===== src/rtl/pll_seq_pkg.sv =====
`timescale 1ns/1ps
package pll_seq_pkg;

   localparam logic [1:0] MODE_SLOW   = 2'd0;
   localparam logic [1:0] MODE_NORMAL = 2'd1;
   localparam logic [1:0] MODE_DEEP   = 2'd2;

   typedef enum logic [2:0] {
      ST_IDLE,
      ST_PARK,
      ST_RST,
      ST_LOAD,
      ST_SETTLE,
      ST_POLL,
      ST_FIN
   } seq_st_e;

endpackage


===== src/rtl/pll_seq_bank.sv =====
`timescale 1ns/1ps
// Divider storage: applied set, saved set for rollback, and staged target.
module pll_seq_bank #(
   parameter int NR_W    = 6,
   parameter int NO_W    = 4,
   parameter int NF_W    = 13,
   parameter int NB_W    = 12,
   parameter int INIT_NR = 0,
   parameter int INIT_NO = 1,
   parameter int INIT_NF = 99,
   parameter int INIT_NB = 49
) (
   input  logic            clk,
   input  logic            rst_n,
   input  logic            cap_en,
   input  logic            rb_en,
   input  logic            wr_en,
   input  logic [NR_W-1:0] req_nr,
   input  logic [NO_W-1:0] req_no,
   input  logic [NF_W-1:0] req_nf,
   input  logic [NB_W-1:0] req_nb,
   output logic [NR_W-1:0] cfg_nr,
   output logic [NO_W-1:0] cfg_no,
   output logic [NF_W-1:0] cfg_nf,
   output logic [NB_W-1:0] cfg_nb
);
   localparam int CW     = NR_W + NO_W + NF_W + NB_W;
   localparam int NB_LO  = 0;
   localparam int NF_LO  = NB_LO + NB_W;
   localparam int NO_LO  = NF_LO + NF_W;
   localparam int NR_LO  = NO_LO + NO_W;
   localparam logic [CW-1:0] INIT_V = {NR_W'(INIT_NR), NO_W'(INIT_NO),
                                       NF_W'(INIT_NF), NB_W'(INIT_NB)};

   logic [CW-1:0] cfg_q, snap_q, tgt_q, req_v;

   assign req_v = {req_nr, req_no, req_nf, req_nb};

   always_ff @(posedge clk or negedge rst_n) begin
      if (!rst_n) begin
         cfg_q  <= INIT_V;
         snap_q <= INIT_V;
         tgt_q  <= INIT_V;
      end else begin
         if (cap_en) begin
            tgt_q  <= req_v;
            snap_q <= cfg_q;
         end else if (rb_en) begin
            tgt_q  <= snap_q;
         end
         if (wr_en) begin
            cfg_q <= tgt_q;
         end
      end
   end

   assign cfg_nr = cfg_q[NR_LO +: NR_W];
   assign cfg_no = cfg_q[NO_LO +: NO_W];
   assign cfg_nf = cfg_q[NF_LO +: NF_W];
   assign cfg_nb = cfg_q[NB_LO +: NB_W];

endmodule


===== src/rtl/pll_seq_settle.sv =====
`timescale 1ns/1ps
// Post-reset settle timer; length derived from the input divider.
module pll_seq_settle #(
   parameter int NR_W        = 6,
   parameter int RESET_STYLE = 1,
   parameter int UNIT_MUL    = 500,
   parameter int UNIT_DIV    = 24
) (
   input  logic            clk,
   input  logic            rst_n,
   input  logic            load_i,
   input  logic [NR_W-1:0] nr_i,
   output logic            last_o
);
   localparam int DLY_MAX = ((2 ** NR_W) * UNIT_MUL) / UNIT_DIV + 1;
   localparam int DLY_W   = $clog2(DLY_MAX + 1);

   logic [DLY_W-1:0] dly, cnt_q;

   generate
      if (RESET_STYLE != 0) begin : g_scaled
         localparam int PW = NR_W + 1 + $clog2(UNIT_MUL + 1);
         logic [PW-1:0] prod, quo;
         always_comb begin
            prod = (PW'(nr_i) + PW'(1)) * PW'(UNIT_MUL);
            quo  = prod / PW'(UNIT_DIV);
            dly  = DLY_W'(quo) + DLY_W'(1);
         end
      end else begin : g_fixed
         assign dly = DLY_W'(1);
      end
   endgenerate

   always_ff @(posedge clk or negedge rst_n) begin
      if (!rst_n) begin
         cnt_q <= '0;
      end else if (load_i) begin
         cnt_q <= dly;
      end else if (cnt_q != '0) begin
         cnt_q <= cnt_q - DLY_W'(1);
      end
   end

   assign last_o = (cnt_q == DLY_W'(1));

endmodule


===== src/rtl/pll_seq_lockwait.sv =====
`timescale 1ns/1ps
// Bounded lock poll: counts unlocked poll cycles up to TIMEOUT.
module pll_seq_lockwait #(
   parameter int TIMEOUT = 24_000_000
) (
   input  logic clk,
   input  logic rst_n,
   input  logic run_i,
   input  logic lock_i,
   output logic hit_o,
   output logic expire_o
);
   localparam int CW = (TIMEOUT > 1) ? $clog2(TIMEOUT + 1) : 1;
   localparam logic [CW-1:0] LAST = CW'(TIMEOUT - 1);

   logic [CW-1:0] cnt_q;

   always_ff @(posedge clk or negedge rst_n) begin
      if (!rst_n) begin
         cnt_q <= '0;
      end else if (!run_i) begin
         cnt_q <= '0;
      end else if (!lock_i) begin
         cnt_q <= cnt_q + CW'(1);
      end
   end

   assign hit_o    = run_i & lock_i;
   assign expire_o = run_i & ~lock_i & (cnt_q == LAST);

endmodule


===== src/rtl/pll_reprog_seq.sv =====
`timescale 1ns/1ps
module pll_reprog_seq
   import pll_seq_pkg::*;
#(
   parameter int NR_W        = 6,
   parameter int NO_W        = 4,
   parameter int NF_W        = 13,
   parameter int NB_W        = 12,
   parameter int INIT_NR     = 0,
   parameter int INIT_NO     = 1,
   parameter int INIT_NF     = 99,
   parameter int INIT_NB     = 49,
   parameter int RESET_STYLE = 1,
   parameter int TIMEOUT     = 24_000_000,
   parameter int UNIT_MUL    = 500,
   parameter int UNIT_DIV    = 24
) (
   input  logic            clk,
   input  logic            rst_n,
   input  logic            req_valid_i,
   input  logic [NR_W-1:0] req_nr_i,
   input  logic [NO_W-1:0] req_no_i,
   input  logic [NF_W-1:0] req_nf_i,
   input  logic [NB_W-1:0] req_nb_i,
   input  logic [1:0]      mode_i,
   input  logic            lock_i,
   output logic [1:0]      mode_o,
   output logic            pll_rst_o,
   output logic [NR_W-1:0] cfg_nr_o,
   output logic [NO_W-1:0] cfg_no_o,
   output logic [NF_W-1:0] cfg_nf_o,
   output logic [NB_W-1:0] cfg_nb_o,
   output logic            busy_o,
   output logic            done_o,
   output logic            err_o
);
   localparam seq_st_e ST_AFTER_PARK = (RESET_STYLE != 0) ? ST_RST : ST_LOAD;

   generate
      if (NR_W < 1 || NO_W < 1 || NF_W < 1 || NB_W < 1) begin : g_bad_w
         $error("pll_reprog_seq: divider widths must be positive");
      end
      if (TIMEOUT < 1) begin : g_bad_to
         $error("pll_reprog_seq: TIMEOUT must be at least 1");
      end
      if (UNIT_DIV < 1) begin : g_bad_div
         $error("pll_reprog_seq: UNIT_DIV must be at least 1");
      end
   endgenerate

   seq_st_e st_q;
   logic    park_q, rb_q, err_q;
   logic    cap_en, rb_en, wr_en, settle_load, settle_last;
   logic    poll_run, poll_hit, poll_expire;

   assign cap_en      = (st_q == ST_IDLE) && req_valid_i;
   assign poll_run    = (st_q == ST_POLL);
   assign rb_en       = poll_expire && !rb_q;
   assign wr_en       = (st_q == ST_RST) || ((st_q == ST_PARK) && (RESET_STYLE == 0));
   assign settle_load = (st_q == ST_LOAD);

   pll_seq_bank #(
      .NR_W(NR_W), .NO_W(NO_W), .NF_W(NF_W), .NB_W(NB_W),
      .INIT_NR(INIT_NR), .INIT_NO(INIT_NO), .INIT_NF(INIT_NF), .INIT_NB(INIT_NB)
   ) u_bank (
      .clk    (clk),
      .rst_n  (rst_n),
      .cap_en (cap_en),
      .rb_en  (rb_en),
      .wr_en  (wr_en),
      .req_nr (req_nr_i),
      .req_no (req_no_i),
      .req_nf (req_nf_i),
      .req_nb (req_nb_i),
      .cfg_nr (cfg_nr_o),
      .cfg_no (cfg_no_o),
      .cfg_nf (cfg_nf_o),
      .cfg_nb (cfg_nb_o)
   );

   pll_seq_settle #(
      .NR_W(NR_W), .RESET_STYLE(RESET_STYLE),
      .UNIT_MUL(UNIT_MUL), .UNIT_DIV(UNIT_DIV)
   ) u_settle (
      .clk    (clk),
      .rst_n  (rst_n),
      .load_i (settle_load),
      .nr_i   (cfg_nr_o),
      .last_o (settle_last)
   );

   pll_seq_lockwait #(
      .TIMEOUT(TIMEOUT)
   ) u_lock (
      .clk      (clk),
      .rst_n    (rst_n),
      .run_i    (poll_run),
      .lock_i   (lock_i),
      .hit_o    (poll_hit),
      .expire_o (poll_expire)
   );

   always_ff @(posedge clk or negedge rst_n) begin
      if (!rst_n) begin
         st_q   <= ST_IDLE;
         park_q <= 1'b0;
         rb_q   <= 1'b0;
         err_q  <= 1'b0;
      end else begin
         case (st_q)
            ST_IDLE: begin
               if (req_valid_i) begin
                  st_q   <= ST_PARK;
                  park_q <= (mode_i == MODE_NORMAL);
                  rb_q   <= 1'b0;
                  err_q  <= 1'b0;
               end
            end
            ST_PARK:   st_q <= ST_AFTER_PARK;
            ST_RST:    st_q <= ST_LOAD;
            ST_LOAD:   st_q <= ST_SETTLE;
            ST_SETTLE: begin
               if (settle_last) st_q <= ST_POLL;
            end
            ST_POLL: begin
               if (poll_hit) begin
                  st_q   <= ST_FIN;
                  park_q <= 1'b0;
               end else if (poll_expire) begin
                  err_q <= 1'b1;
                  if (!rb_q) begin
                     rb_q <= 1'b1;
                     st_q <= ST_PARK;
                  end else begin
                     st_q   <= ST_FIN;
                     park_q <= 1'b0;
                  end
               end
            end
            ST_FIN:  st_q <= ST_IDLE;
            default: st_q <= ST_IDLE;
         endcase
      end
   end

   assign busy_o    = (st_q != ST_IDLE);
   assign done_o    = (st_q == ST_FIN);
   assign err_o     = (st_q == ST_FIN) && err_q;
   assign pll_rst_o = (RESET_STYLE != 0) && ((st_q == ST_RST) || (st_q == ST_LOAD));
   assign mode_o    = park_q ? MODE_SLOW : mode_i;

endmodule


===== config.mk =====
export PLATFORM = sky130hd
export DESIGN_NAME = pll_reprog_seq
export DESIGN_NICKNAME = d
export VERILOG_FILES = /design/src/rtl/pll_seq_pkg.sv /design/src/rtl/pll_seq_bank.sv /design/src/rtl/pll_seq_settle.sv /design/src/rtl/pll_seq_lockwait.sv /design/src/rtl/pll_reprog_seq.sv
export SDC_FILE = /design/constraint.sdc
export NUM_CORES = 1
export LEC_CHECK = 0
export BUFFER_PORTS_ARGS = -buffer_cell sky130_fd_sc_hd__buf_2
export CAP_MARGIN = 20
export CORE_AREA = 4 4 144 146
export CTS_CLUSTER_SIZE = 40
export DETAILED_ROUTE_END_ITERATION = 8
export DIE_AREA = 0 0 148 150
export PLACE_DENSITY = 0.77
export SLEW_MARGIN = 40
export SYNTH_ARGS = -nofsm -noshare
export SYNTH_HDL_FRONTEND = slang
export SYNTH_SLANG_ARGS = --single-unit

===== constraint.sdc =====
create_clock -name clk -period 7.7 [get_ports clk]
set_input_delay 1.54 -clock clk [delete_from_list [all_inputs] [get_ports clk]]
set_output_delay 1.54 -clock clk [all_outputs]
set_load 0.02 [all_outputs]

==> results of run 1 <==
## worst max path at each step
stage                         endpoint  slack [ns]  cells after the start
floorplan           u_settle.cnt_q[10]        0.02                     30
global placement    u_settle.cnt_q[10]       0.009                     31
detailed placement  u_settle.cnt_q[10]       -0.08                     31
CTS                 u_settle.cnt_q[10]       0.008                     33
global route         u_settle.cnt_q[8]       -0.11                     35
finish              u_settle.cnt_q[10]        0.18                     33
## routing by layer
layer,track usage (%),vias up,wire [um]
met5,0,-,7
met4,4.85,2,367
met3,4.85,38,1410
met2,33.2,233,11300
met1,26.7,3832,9770
li1,-,3727,-
## Yosys cell counts, drive strengths merged (20+ instances only)
| cell | number |
|---|---|
| dfrtp | 122 |
| nand2 | 88 |
| o21ai | 78 |
| nor2 | 75 |
| mux2 | 69 |
| ha | 40 |
| inv | 40 |
| mux2i | 37 |
| clkbuf | 35 |
| xor2 | 35 |
| xnor2 | 32 |
| nand3 | 31 |
| a21oi | 28 |
| dfstp | 24 |
| nor3 | 20 |
## worst register-to-register path: cells and delay by family (launching register included)
kind / cells / cell delay, ns
fa+ha+maj: 7 / 2.35
simple gates: 8 / 1.61
compound gates: 7 / 1.43
buf+inv: 8 / 0.99
flops: 1 / 0.44
xor+xnor: 2 / 0.37
mux: 1 / 0.21
## state kept, by name, indices dropped and copies added (netlist names)
name and cells:
park_q 1, st_q 3, u_bank.cfg_q 35, u_bank.tgt_q 35, u_bank.snap_q 35, u_lock.cnt_q 25, err_q 1, u_settle.cnt_q 11
## cell families after synthesis
logic type	share of synthesized area (%)
adders and majority gates	8.81
muxes	12.2
AOI/OAI and AO/OA	14.6
xor gates and xnor gates	6.38
and+or+nand+nor	15.3
buffers and inverters	3.60
DFF	39.1
## what timing repair did
action                     in CTS  in global routing
setup endpoints to repair       2                  6
setup buffers                   6                 18
resized for setup              10                 55
pin swaps                       5                 29
hold endpoints to repair        0                  0
## layout make-up
class	instances	area, um2	area share, %
Timing Repair Buffer	178	1200	9.95
Clock inverter	14	159	1.32
Tap cell	265	332	2.75
Sequential cell	146	3690	30.6
Multi-Input combinational cell	723	6090	50.6
Clock buffer	18	429	3.56
Inverter	40	150	1.25
## metrics by stage
stage          instances  TNS (ns)  hold slack [ns]  worst slack, ns
2_1_floorplan        954         0            0.444           0.0246
3_3_place_gp        1326         0            0.455          0.00910
3_5_place_dp        1328   -0.0946            0.467          -0.0759
4_1_cts             1366         0            0.478          0.00806
5_1_grt             1384    -0.243            0.496           -0.106
6_report            1384         0            0.475            0.180
==> results.sh, run 1 <==
export IMPL_holdBufCountCts=0
export IMPL_drc_errors=0
export IMPL_syn2layout_area_growth_pct=27.8
export IMPL_synth_top_cell_area_share_pct=32.4
export IMPL_crit_start="u_bank.cfg_q[29]"
export IMPL_fin_crit_ns=7.52
export IMPL_drtAntennaViolNets=0
export IMPL_hold_end="u_bank.tgt_q[5]"
export IMPL_dieArea_mm2=0.0222
export IMPL_grt_pass1_wl_um=37100
export IMPL_grt_max_degree=78
export IMPL_n_antenna_cell=0
export IMPL_cts_root_buf="clkbuf_16"
export IMPL_finish_instance_area_mm2=0.0120
export IMPL_holdCritStartpoint="u_bank.tgt_q[5]"
export IMPL_dp_hpwl_um=15500
export IMPL_initial_utilization_pct=48.6
export IMPL_syn_inst=954
export IMPL_cp_arrival_ns=7.80
export IMPL_vias=7832
export IMPL_rr_startpoint="u_bank.cfg_q[29]"
export IMPL_holdPathStages=2
export IMPL_hold_viol=0
export IMPL_cp_end_kind="flip-flop"
export IMPL_grt_usage_pct=20.0
export IMPL_cp_slowest_cell="fa_1"
export IMPL_final_core_util_pct=62.1
export IMPL_finalWirelength_um=22900
export IMPL_worst_pin_slew_ns=0.943
export IMPL_dieWidth_um=148
export IMPL_syn_area_mm2=0.00943
export IMPL_yosys_warnings=0
export IMPL_antenna_found_initial=1
export IMPL_worst_setup_path_type="flip-flop to flip-flop"
export IMPL_ys_seq_area_share_pct=39.1
export IMPL_final_common_cell="dfrtp_1"
export IMPL_yosysTopAreaCell="dfrtp_1"
export IMPL_core_area_mm2=0.0194
export IMPL_post_drt_wl_per_cell_um=16.5
export IMPL_overflow=0
export IMPL_synth_cell_types=90
export IMPL_grt_pass1_vias=7574
export IMPL_crit_buf_inv=8
export IMPL_fmax_mhz=133
export IMPL_slew_headroom_pct=36.7
export IMPL_fp_dieH_um=150
export IMPL_cts_tree="yes"
export IMPL_nFillCells=1487
export IMPL_synth_edf_count=0
export IMPL_critPathLaunchType="flip-flop"
export IMPL_final_cell_mix="119 x dfrtp_1, 89 x buf_4, 83 x nand2_1, 80 x buf_2, 69 x nor2_1"
export IMPL_finalCritPeriodShare_pct=97.7
export IMPL_htreeDepth=4
export IMPL_syn_nets=1051
export IMPL_synth_area_leaders="dfrtp_1 32%, mux2_2 8.1%, dfstp_2 6.7%"
export IMPL_clockBufferDepth=2
export IMPL_crit_fanout=12
export IMPL_row_count=51
export IMPL_cp_required_ns=7.98
export IMPL_setup_viol=0
export IMPL_ys_flop_type="dfrtp_1"
export IMPL_max_stage_delay_ns=0.54
export IMPL_cts_sinks=146
export IMPL_cts_made_buffers=17
export IMPL_final_max_slew_viol_count=0
export IMPL_io_pins=82
export IMPL_gp_congestion=0.901
export IMPL_reg2reg_depth=33
export IMPL_drtIter0Drc=629
export IMPL_fin_nets=1203
export IMPL_drive_above_1_share_pct=36.5
export IMPL_r2r_end="u_settle.cnt_q[10]"
export IMPL_yosys_register_bits=146
export IMPL_max_cap_violations=0
export IMPL_dpl_cell_area_mm2=0.0109
export IMPL_syn_avg_cell_area_um2=9.88
export IMPL_clk_pin_slew_ns=0.06
export IMPL_r2r_slack_ns=0.18
export IMPL_routed_via_density=5.66
export IMPL_clock_skew_ns=0.0214
export IMPL_async_flop_share_pct=100
export IMPL_hp_class="flip-flop to flip-flop"
export IMPL_outcome="finished clean"
export IMPL_portBuffers=81
export IMPL_cp_top_family="adder cells"
export IMPL_clock_latency_ns=0.43
export IMPL_drt_pre_antenna_iters=5
Power of run 1 is left out: the tool's default activity adds up to more than one toggle a clock period on the data nets, which glitch-free logic cannot reach.
==> inputs of run 2 (changes only) <==
CORE_AREA = 4 4 150 152   (was 4 4 144 146)
DIE_AREA = 0 0 154 156   (was 0 0 148 150)
PLACE_DENSITY = 0.72   (was 0.77)
==> run 2 against run 1 <==
Against the previous run: hold slack improved by 0.0021 ns; via count shrank 1.5%; first-iteration DRC count down 16%; cell area grew 0.22%; critical path type unchanged; non-clock buffer count decreased by 3; die area up 8.2%; global-route usage shrank 2.0 points; routed wire length fell by 0.98%.
==> results.sh, run 2 (same netlist as run 1, synthesis figures left out) <==
export IMPL_routed_via_density=5.55
export IMPL_slew_headroom_pct=48.8
export IMPL_antenna_found_initial=0
export IMPL_grt_usage_pct=18.0
export IMPL_cp_slowest_cell="fa_1"
export IMPL_dieWidth_um=154
export IMPL_htreeDepth=4
export IMPL_holdBufCountCts=0
export IMPL_max_stage_delay_ns=0.57
export IMPL_cts_root_buf="clkbuf_16"
export IMPL_fin_nets=1200
export IMPL_worst_pin_slew_ns=0.763
export IMPL_post_drt_wl_per_cell_um=16.3
export IMPL_worst_setup_path_type="flip-flop to flip-flop"
export IMPL_final_max_slew_viol_count=0
export IMPL_gp_congestion=0.885
export IMPL_outcome="finished clean"
export IMPL_finalWirelength_um=22600
export IMPL_crit_fanout=6
export IMPL_drt_pre_antenna_iters=5
export IMPL_cp_required_ns=8.00
export IMPL_clockBufferDepth=2
export IMPL_critPathLaunchType="flip-flop"
export IMPL_grt_setup_unrepaired="yes"
export IMPL_cts_sinks=146
export IMPL_cts_tree="yes"
export IMPL_drtAntennaViolNets=0
export IMPL_fin_crit_ns=7.50
export IMPL_drive_above_1_share_pct=35.8
export IMPL_clk_pin_slew_ns=0.07
export IMPL_fmax_mhz=133
export IMPL_final_cell_mix="119 x dfrtp_1, 83 x nand2_1, 80 x buf_2, 80 x buf_4"
export IMPL_clock_skew_ns=0.0145
export IMPL_cp_end_kind="flip-flop"
export IMPL_n_antenna_cell=0
export IMPL_max_cap_violations=0
export IMPL_nFillCells=1713
export IMPL_drc_errors=0
export IMPL_reg_largest_list="u_bank.cfg_q (35), u_bank.snap_q (35), u_bank.tgt_q (35)"
export IMPL_grt_pass1_wl_um=36500
export IMPL_core_area_mm2=0.0210
export IMPL_initial_utilization_pct=44.8
export IMPL_dp_hpwl_um=15400
export IMPL_overflow=0
export IMPL_finalCritPeriodShare_pct=97.4
export IMPL_clock_latency_ns=0.42
export IMPL_portBuffers=81
export IMPL_setup_viol=0
export IMPL_vias=7717
export IMPL_cts_made_buffers=17
export IMPL_syn2layout_area_growth_pct=28.1
export IMPL_hp_class="flip-flop to flip-flop"
export IMPL_row_count=53
export IMPL_grt_max_degree=83
export IMPL_cp_arrival_ns=7.80
export IMPL_hold_viol=0
export IMPL_layout_cells_non_filler=1391
export IMPL_dieArea_mm2=0.0240
export IMPL_final_common_cell="dfrtp_1"
export IMPL_io_pins=82
export IMPL_drtIter0Drc=527
export IMPL_fp_dieH_um=156
export IMPL_placed_cells=1331
export IMPL_grt_pass1_vias=7543
export IMPL_crit_path_frequent_cell="ha_4"
run 2: cell count changes in the layout (fill, tap and decap cells not counted), moves of 2 or more:
cell and delta:
buf_4 -9, buf_12 +4, ha_1 +4, a31oi_1 +2, a32oi_1 +2, a32oi_2 -2, clkbuf_16 +2, ha_2 -2
ha_4 -2, nand2_2 -2, nand2_4 +2, nor2_2 +2
run 2: worst max-delay path: cells and delay by family, from the launching register on:
family | cells | cell delay (ns)
adder cells (fa/ha/maj) | 7 | 2.39
multiplexers | 1 | 0.16
AO/OA/AOI/OAI | 10 | 2.02
buffers and inverters | 5 | 0.50
flip-flops | 1 | 0.45
XOR/XNOR | 2 | 0.34
AND/OR/NAND/NOR | 6 | 1.48
run 2: area by class of cell:
class / count / area [um2] / area share, %
multi-input combinational: 723 / 6040 / 50.1
sequential: 146 / 3690 / 30.5
timing repair buffer: 175 / 1240 / 10.3
clock buffer: 18 / 439 / 3.64
tap: 275 / 344 / 2.85
clock inverter: 14 / 161 / 1.34
inverter: 40 / 153 / 1.26
run 2: final timing paths:
check,slack [ns],startpoint,endpoint,cells past startpoint
min in group asynchronous,1.02,rst_n,u_settle.cnt_q[10],1
setup reg to reg,0.20,u_bank.cfg_q[29],u_settle.cnt_q[10],31
max in group asynchronous,5.75,rst_n,u_bank.cfg_q[31],2
hold reg to reg,0.48,u_bank.tgt_q[31],u_bank.tgt_q[31],2
hold / removal,0.48,u_bank.tgt_q[31],u_bank.tgt_q[31],2
setup / recovery,0.20,u_bank.cfg_q[29],u_settle.cnt_q[10],31
run 2: timing repair:
action                     in CTS  in global routing
pin swaps                       6                 46
buffers inserted                2                 23
setup endpoints to repair       2                  6
gates cloned                    0                  2
resized for setup               8                 55
run 2: layer usage:
layer / track usage [%] / vias to the layer above / wire [um]
li1: - / 3738 / -
met1: 24.5 / 3720 / 10200
met2: 29.0 / 219 / 10900
met3: 4.11 / 40 / 1220
met4: 5.42 / 0 / 369
met5: 0 / - / 0
run 2: through the flow:
step                setup WS (ns)  instance area [um2]  setup TNS [ns]  util (%)  hold WS [ns]
finish                      0.202                12100               0      57.4         0.477
global route               -0.127                12100          -0.320      57.4         0.503
CTS                        0.0226                11500               0      54.8         0.481
detailed placement        -0.0478                10800         -0.0677      51.6         0.465
global placement           0.0464                10800               0      51.4         0.454
floorplan                  0.0246                 9730               0         -         0.444
Power of run 2 is left out for the same reason.
